**config.mk**
```make
export PLATFORM = sky130hd
export DESIGN_NAME = clkdiv_bank
export DESIGN_NICKNAME = d
export VERILOG_FILES = /design/src/rtl/clkdiv_pkg.sv /design/src/rtl/clkdiv_regs.sv /design/src/rtl/clkdiv_datapath.sv /design/src/rtl/clkdiv_bank.sv
export SDC_FILE = /design/constraint.sdc
export NUM_CORES = 1
export LEC_CHECK = 0
export BUFFER_PORTS_ARGS = -buffer_cell sky130_fd_sc_hd__buf_2
export CORE_MARGIN = 2
export CORE_UTILIZATION = 45
export CTS_CLUSTER_DIAMETER = 120
export DETAILED_ROUTE_END_ITERATION = 10
export MAX_ROUTING_LAYER = met4
export PLACE_DENSITY = 0.65
export SLEW_MARGIN = 15
export SYNTH_ARGS = -nofsm -noshare
export SYNTH_HDL_FRONTEND = slang
export SYNTH_SLANG_ARGS = --single-unit
```
**constraint.sdc**
```tcl
create_clock -name clk -period 3 [get_ports clk]
set_input_delay 0.6 -clock clk [delete_from_list [all_inputs] [get_ports clk]]
set_output_delay 0.6 -clock clk [all_outputs]
set_load 0.05 [all_outputs]
```
**src/rtl/clkdiv_pkg.sv**
```systemverilog
package clkdiv_pkg;
  localparam int NUM_CH    = 4;
  localparam int NUM_REF   = 3;
  localparam int DIV_W     = 6;
  localparam int SRC_W     = 2;
  localparam int ADDR_W    = 12;
  localparam int DATA_W    = 32;
  localparam int REF_IDX_W = $clog2(NUM_REF);

  localparam int SRC_LSB  = 4;
  localparam int DIV0_LSB = 8;
  localparam int DIV1_LSB = 20;

  localparam int CFG_BASE  = 'h170;
  localparam int CH_STRIDE = 'h10;
  localparam int HALT_OFF  = 'h8;

  typedef struct packed {
    logic [SRC_W-1:0] src;
    logic [DIV_W-1:0] div0;
    logic [DIV_W-1:0] div1;
    logic             halt;
  } chanCfg_t;

  function automatic logic [ADDR_W-1:0] cfgAddr(input int ch);
    return ADDR_W'(CFG_BASE + ch * CH_STRIDE);
  endfunction

  function automatic logic [ADDR_W-1:0] haltAddr(input int ch);
    return ADDR_W'(CFG_BASE + ch * CH_STRIDE + HALT_OFF);
  endfunction
endpackage

```
**src/rtl/clkdiv_regs.sv**
```systemverilog
module clkdiv_regs
  import clkdiv_pkg::*;
(
  input  logic                 clk,
  input  logic                 rstN,
  input  logic                 busWrite,
  input  logic [ADDR_W-1:0]    busAddr,
  input  logic [DATA_W-1:0]    busWdata,
  output logic [DATA_W-1:0]    busRdata,
  output chanCfg_t [NUM_CH-1:0] cfgVec
);
  logic unusedWdataBits;
  assign unusedWdataBits = ^{busWdata[DATA_W-1:DIV1_LSB+DIV_W],
                             busWdata[DIV1_LSB-1:DIV0_LSB+DIV_W],
                             busWdata[DIV0_LSB-1:SRC_LSB+SRC_W],
                             busWdata[SRC_LSB-1:1]};

  always_ff @(posedge clk) begin
    if (!rstN) begin
      for (int c = 0; c < NUM_CH; c++) begin
        cfgVec[c].src  <= '0;
        cfgVec[c].div0 <= DIV_W'(1);
        cfgVec[c].div1 <= DIV_W'(1);
        cfgVec[c].halt <= 1'b0;
      end
    end else if (busWrite) begin
      for (int c = 0; c < NUM_CH; c++) begin
        if (busAddr == cfgAddr(c)) begin
          cfgVec[c].src  <= busWdata[SRC_LSB+:SRC_W];
          cfgVec[c].div0 <= busWdata[DIV0_LSB+:DIV_W];
          cfgVec[c].div1 <= busWdata[DIV1_LSB+:DIV_W];
        end
        if (busAddr == haltAddr(c)) begin
          cfgVec[c].halt <= busWdata[0];
        end
      end
    end
  end

  always_comb begin
    busRdata = '0;
    for (int c = 0; c < NUM_CH; c++) begin
      if (busAddr == cfgAddr(c)) begin
        busRdata[SRC_LSB+:SRC_W]   = cfgVec[c].src;
        busRdata[DIV0_LSB+:DIV_W]  = cfgVec[c].div0;
        busRdata[DIV1_LSB+:DIV_W]  = cfgVec[c].div1;
      end
      if (busAddr == haltAddr(c)) begin
        busRdata[0] = cfgVec[c].halt;
      end
    end
  end
endmodule

```
**src/rtl/clkdiv_datapath.sv**
```systemverilog
module clkdiv_datapath
  import clkdiv_pkg::*;
(
  input  logic                  clk,
  input  logic                  rstN,
  input  logic [NUM_REF-1:0]    refTick,
  input  chanCfg_t [NUM_CH-1:0] cfgVec,
  output logic [NUM_CH-1:0]     outTick
);
  function automatic logic [DIV_W-1:0] lastCount(input logic [DIV_W-1:0] d);
    return (d == '0) ? '0 : d - 1'b1;
  endfunction

  function automatic logic [REF_IDX_W-1:0] refIndex(input logic [SRC_W-1:0] s);
    if (!s[SRC_W-1]) return '0;
    return REF_IDX_W'(s) - 1'b1;
  endfunction

  for (genvar c = 0; c < NUM_CH; c++) begin : g_chan
    logic [SRC_W-1:0] actSrc;
    logic [DIV_W-1:0] actDiv0, actDiv1;
    logic [DIV_W-1:0] cnt0, cnt1;
    logic             tickSel, stage0End, periodEnd;

    assign tickSel   = refTick[refIndex(actSrc)];
    assign stage0End = tickSel && (cnt0 == lastCount(actDiv0));
    assign periodEnd = stage0End && (cnt1 == lastCount(actDiv1));

    always_ff @(posedge clk) begin
      if (!rstN) begin
        actSrc     <= '0;
        actDiv0    <= DIV_W'(1);
        actDiv1    <= DIV_W'(1);
        cnt0       <= '0;
        cnt1       <= '0;
        outTick[c] <= 1'b0;
      end else if (cfgVec[c].halt) begin
        actSrc     <= cfgVec[c].src;
        actDiv0    <= cfgVec[c].div0;
        actDiv1    <= cfgVec[c].div1;
        cnt0       <= '0;
        cnt1       <= '0;
        outTick[c] <= 1'b0;
      end else begin
        outTick[c] <= periodEnd;
        if (tickSel)   cnt0 <= stage0End ? '0 : cnt0 + 1'b1;
        if (stage0End) cnt1 <= periodEnd ? '0 : cnt1 + 1'b1;
        if (periodEnd) begin
          actSrc  <= cfgVec[c].src;
          actDiv0 <= cfgVec[c].div0;
          actDiv1 <= cfgVec[c].div1;
        end
      end
    end
  end
endmodule

```
**src/rtl/clkdiv_bank.sv**
```systemverilog
module clkdiv_bank
  import clkdiv_pkg::*;
(
  input  logic                 clk,
  input  logic                 rstN,
  input  logic                 busWrite,
  input  logic [ADDR_W-1:0]    busAddr,
  input  logic [DATA_W-1:0]    busWdata,
  output logic [DATA_W-1:0]    busRdata,
  input  logic [NUM_REF-1:0]   refTick,
  output logic [NUM_CH-1:0]    outTick
);
  chanCfg_t [NUM_CH-1:0] cfgVec;

  clkdiv_regs i_regs (
    .clk      (clk),
    .rstN     (rstN),
    .busWrite (busWrite),
    .busAddr  (busAddr),
    .busWdata (busWdata),
    .busRdata (busRdata),
    .cfgVec   (cfgVec)
  );

  clkdiv_datapath i_datapath (
    .clk     (clk),
    .rstN    (rstN),
    .refTick (refTick),
    .cfgVec  (cfgVec),
    .outTick (outTick)
  );
endmodule

```
# == Yosys cells after proc, flatten, opt, wreduce, memory -nomap -nowiden ==
# Index checks and enable logic that the tools add are counted.
# word_totals
regBits,168
wordCells,181
inputBits,50
# classes
n_reduce_logical,32
magnitude_cmp,4
addsub,20
eq_ne,16
muxes,68
n_bitwise,1
# ops
op,count
$mux 6,40
$eq 12x9->1 const B,8
$add 6x1->6 const B,8
$eq 6x6->1,8
$logic_not 6->1,8
$sub 6x1->6 const B,8
$mux 2,16
$reduce_and 2->1,8
$lt 2x3->1 const B,4
$bmux 1 s2,4
$logic_and 1x1->1,8
$mux 1,8
$reduce_bool 2->1,4
$reduce_or 2->1,4
$sub 2x1->2 const B,4
$not 1->1,1

# == Depth between registers and ports, before layout ==
# depth
ltp_word,8
ltp_mapped,11
depth_no_buf,9

# == Cells and area by module ==
# From an unflattened synthesis, not the netlist that was laid out.
# unflattened
hier_cells,1142
hier_area_um2,9530.4
# by_module_without_submodules
module,cells_per_inst,area_each_um2,instances
clkdiv_datapath,794,6561.3,1
clkdiv_regs,348,2969.1,1

# == Worst setup path after synthesis ==
# Ideal clock, no wire load.
# synth_path
path_kind,input to output
start,in busAddr[1]
end,out busRdata[10]
t_arrival_ps,3035
path_stages,5
path_buffers,1
setup_slack_ps,-635
path_cell_list,nor4_1 > nor4b_1 > clkbuf_1 > a222oi_1 > a21oi_1
# synth_between
elab_chain_len,5
# synth_lines
item,line,text
start: declaration,clkdiv_bank.sv:7,"input logic [ADDR_W-1:0] busAddr,"
$eq 12x9->1,clkdiv_regs.sv:43,if (busAddr == cfgAddr(c)) begin
$mux 6 (3 in a row),clkdiv_regs.sv:43,
$mux 6 *,clkdiv_regs.sv:43,
end: declaration,clkdiv_bank.sv:9,"output logic [DATA_W-1:0] busRdata,"
# Mark *: on every way between the ends. The rest lies on a longest branch, timed or not.

# == Final worst setup path ==
# layout_path
start,in busAddr[9]
end,out busRdata[13]
# Same word-level chain as after synthesis.

==> metrics.yaml <==
final_layout:
  antenna-diode-count: 0
  synthToLayoutAreaGrowth_pct: 15.40
  ff_latch_area_mm2: 0.003363
  multi_input_area_mm2: 0.005904
  drive_gt1_frac: 0.1304
  fillCellCount: 2034
  nets: 1320
  fin_cells: 1540
routing:
  wirelength_um: 24840
  num_vias: 8753
  drc: 0
  wire_per_inst_um: 16.13
  ant_nets: 0
  viasPerCell: 5.684
  first_pass_iters: 7
  drt_iter0_drc: 691
sta:
  rsz0062_at_grt: "yes"
  max_freq_mhz: 338.7
  fin_crit_sh: 0.9842
  max_slew.worst_pin.slew_ps: 712.6
  fin_skew_ps: 10.43
  slew_violations: 0
  finalSetupViolations: 0
  finalCriticalPeriod_ps: 2953
  slew_headroom: 0.5250
  finalHoldViolCount: 0
power:
  sw_frac_of_total: 0.3613
  p_seq_frac: 0.327
  intPower_mw: 4.683
  switching_power_mw: 2.649
  p_leak_nw: 4.292
  p_total_mw: 7.333
  powerDensity_mw_per_mm2: 662.1
  power.share.clock: 0.316
  peakVddDrop_uv: 584.5
  p_comb_frac: 0.357
global_route:
  grt_max_degree: 65
  grt_pass1_wl_um: 41200
  grt_pass1_vias: 8050
  antenna_found_initial: 0
  grt.total_usage: 0.2349
  grt.overflow.total: 0
clocking:
  cts_hold_buf: 0
  cts_tree: "yes"
  clkSinkCount: 168
  insertion_delay_ps: 440
  clock_path_buffers: 2
  htree_levels: 4
  cts-root-buf: "clkbuf_16"
  numCtsBuffers: 17
  clk_pin_slew_ps: 60
worst_setup_path:
  arrival_ps: 2350
  crit_type: "primary input to output pin"
  crit_path_max_fanout: 12
  ff2ff_path_depth: 11
  end_kind: "output pin"
  startpoint_type: "primary input"
  cp.required_ps: 2400
flow_run:
  cap_viol_max_count: 0
synth:
  synth_edf_count: 0
  synthArstFlopShare: 0
  synth_seq_cells: 168
  synth-warning-count: 0
  postSynthCellCount: 1210
  ys_types: 75
  syn_area_mm2: 0.009598
  yosysSeqAreaShare: 0.3504
  synth-main-ff-cell: "dfxtp_1"
  syn_area_per_cell_um2: 7.932
die:
  die_w_um: 150.0
  start_util: 0.4580
  dieHeight_um: 150.0
  fp-row-count: 53
  die_area_mm2: 0.02251
  io_pins: 86
  core_mm2: 0.02096
hold_path:
  hp-class: "primary input to flip-flop"
  min_path_cells: 3
status:
  outcome: "finished, final reports clean"
placement:
  place_inst: 1508
  hpwl_um: 17850
  gp_congestion: 0.9025
  portBuffers: 51
[worst max-delay path, cell delays in order]
cell      delay (ps)
buf_2            120
nor4b_4          280
nand3b_1         250
nor3b_2          370
nand2_1          150
buf_12           180
nor2_1           180
a21oi_4           40
buf_6            170
[cell usage after synthesis (19+ instances only)]
cell type / number / area share
a21boi_0: 49 / 0.038
a21oi_1: 38 / 0.020
a32oi_1: 25 / 0.023
and3_1: 33 / 0.022
clkbuf_1: 66 / 0.026
dfxtp_1: 168 / 0.35
inv_1: 29 / 0.011
mux2i_1: 44 / 0.046
nand2_1: 240 / 0.094
nand3_1: 80 / 0.042
nand4_1: 25 / 0.016
nor2_1: 53 / 0.021
nor2b_1: 21 / 0.014
nor3_1: 19 / 0.0099
o211ai_1: 34 / 0.027
xnor2_1: 19 / 0.017
xor2_1: 36 / 0.033
[per-stage QoR]
stage | util | area (µm²) | hold slack, ps | setup slack, ps | TNS (ps)
after floorplan | - | 9744 | 447.1 | 1.198 | 0
after global placement | 0.4941 | 10350 | 463.6 | -14.67 | -47.03
after detailed placement | 0.4941 | 10350 | 466.7 | -131.4 | -1583
after CTS | 0.5249 | 11000 | 444.5 | -1.111 | -1.111
after global routing | 0.5285 | 11080 | 468.1 | -19.18 | -56.68
final | 0.5285 | 11080 | 468.4 | 47.32 | 0
[power groups by stage]
stage	Clock (mW)	Sequential, mW	Combinational [mW]
detailed placement	0	2.45	2.59
CTS	2.36	2.40	2.61
global route	2.45	2.42	2.89
finish	2.32	2.40	2.62
floorplan	0	2.48	1.82
global placement	0	2.45	2.58
[registers in the layout (all words and copies together) (netlist names)]
register,cells
i_datapath.g_chan.cnt0,24
i_datapath.g_chan.actDiv0,24
i_datapath.g_chan.actDiv1,24
i_regs.cfgVec,60
i_datapath.outTick,4
i_datapath.g_chan.actSrc,8
i_datapath.g_chan.cnt1,24
[what timing repair did]
| action | 4_1_cts | 5_1_grt |
|---|---|---|
| pin swaps | 2 | 6 |
| setup buffers | 1 | 1 |
| endpoints found under the setup margin | 14 | 20 |
| gates resized for setup | 9 | 28 |
| endpoints found under the hold margin | 0 | 0 |
[cell families after synthesis]
kind of cell	Yosys count	share of synthesized area
simple gates	569	0.2929
compound gates	235	0.1815
flops	168	0.3504
buf+inv	120	0.05436
xor+xnor	56	0.05254
mux	45	0.04706
fa+ha+maj	16	0.02086
other cells	1	0.0003907
[layer usage]
layer / global-route usage / up-vias / wire (µm)
li1: - / 4427 / -
met3: 0.03476 / 28 / 1108
met5: - / - / 0
met4: 0.07075 / 0 / 447
met1: 0.3303 / 4111 / 12110
met2: 0.3484 / 187 / 11180
[worst paths after layout]
| path | startpoint | endpoint | slack (ps) |
|---|---|---|---|
| max | busAddr[9] | busRdata[13] | 50 |
| min | busWdata[8] | i_regs.cfgVec[37]$_SDFFE_PN1P_ | 470 |
| max reg2reg | i_datapath.g_chan[0].actDiv0[0]$_SDFFE_PN1P_ | i_datapath.g_chan[0].actDiv0[0]$_SDFFE_PN1P_ | 230 |
| min reg2reg | i_datapath.g_chan[2].actSrc[0]$_SDFFE_PN0P_ | i_datapath.g_chan[2].actSrc[0]$_SDFFE_PN0P_ | 470 |
[layout make-up]
cell class	instances	area share
inverter	29	0.009828
timing repair buffer	100	0.06722
clock buffer	22	0.04191
tap	275	0.03107
multi-input combinational	938	0.5331
sequential	168	0.3037
clock inverter	8	0.01322
[placed cells by master (no fill, tap or decap), drive strengths merged, types with 29 or more instances in the layout]
master	n
a21boi	51
a21oi	40
and3	33
buf	99
dfxtp	168
inv	29
mux2i	44
nand2	240
nand3	80
nor2	54
o211ai	36
xor2	36
No activity file was read; power rests on OpenSTA's default activity.
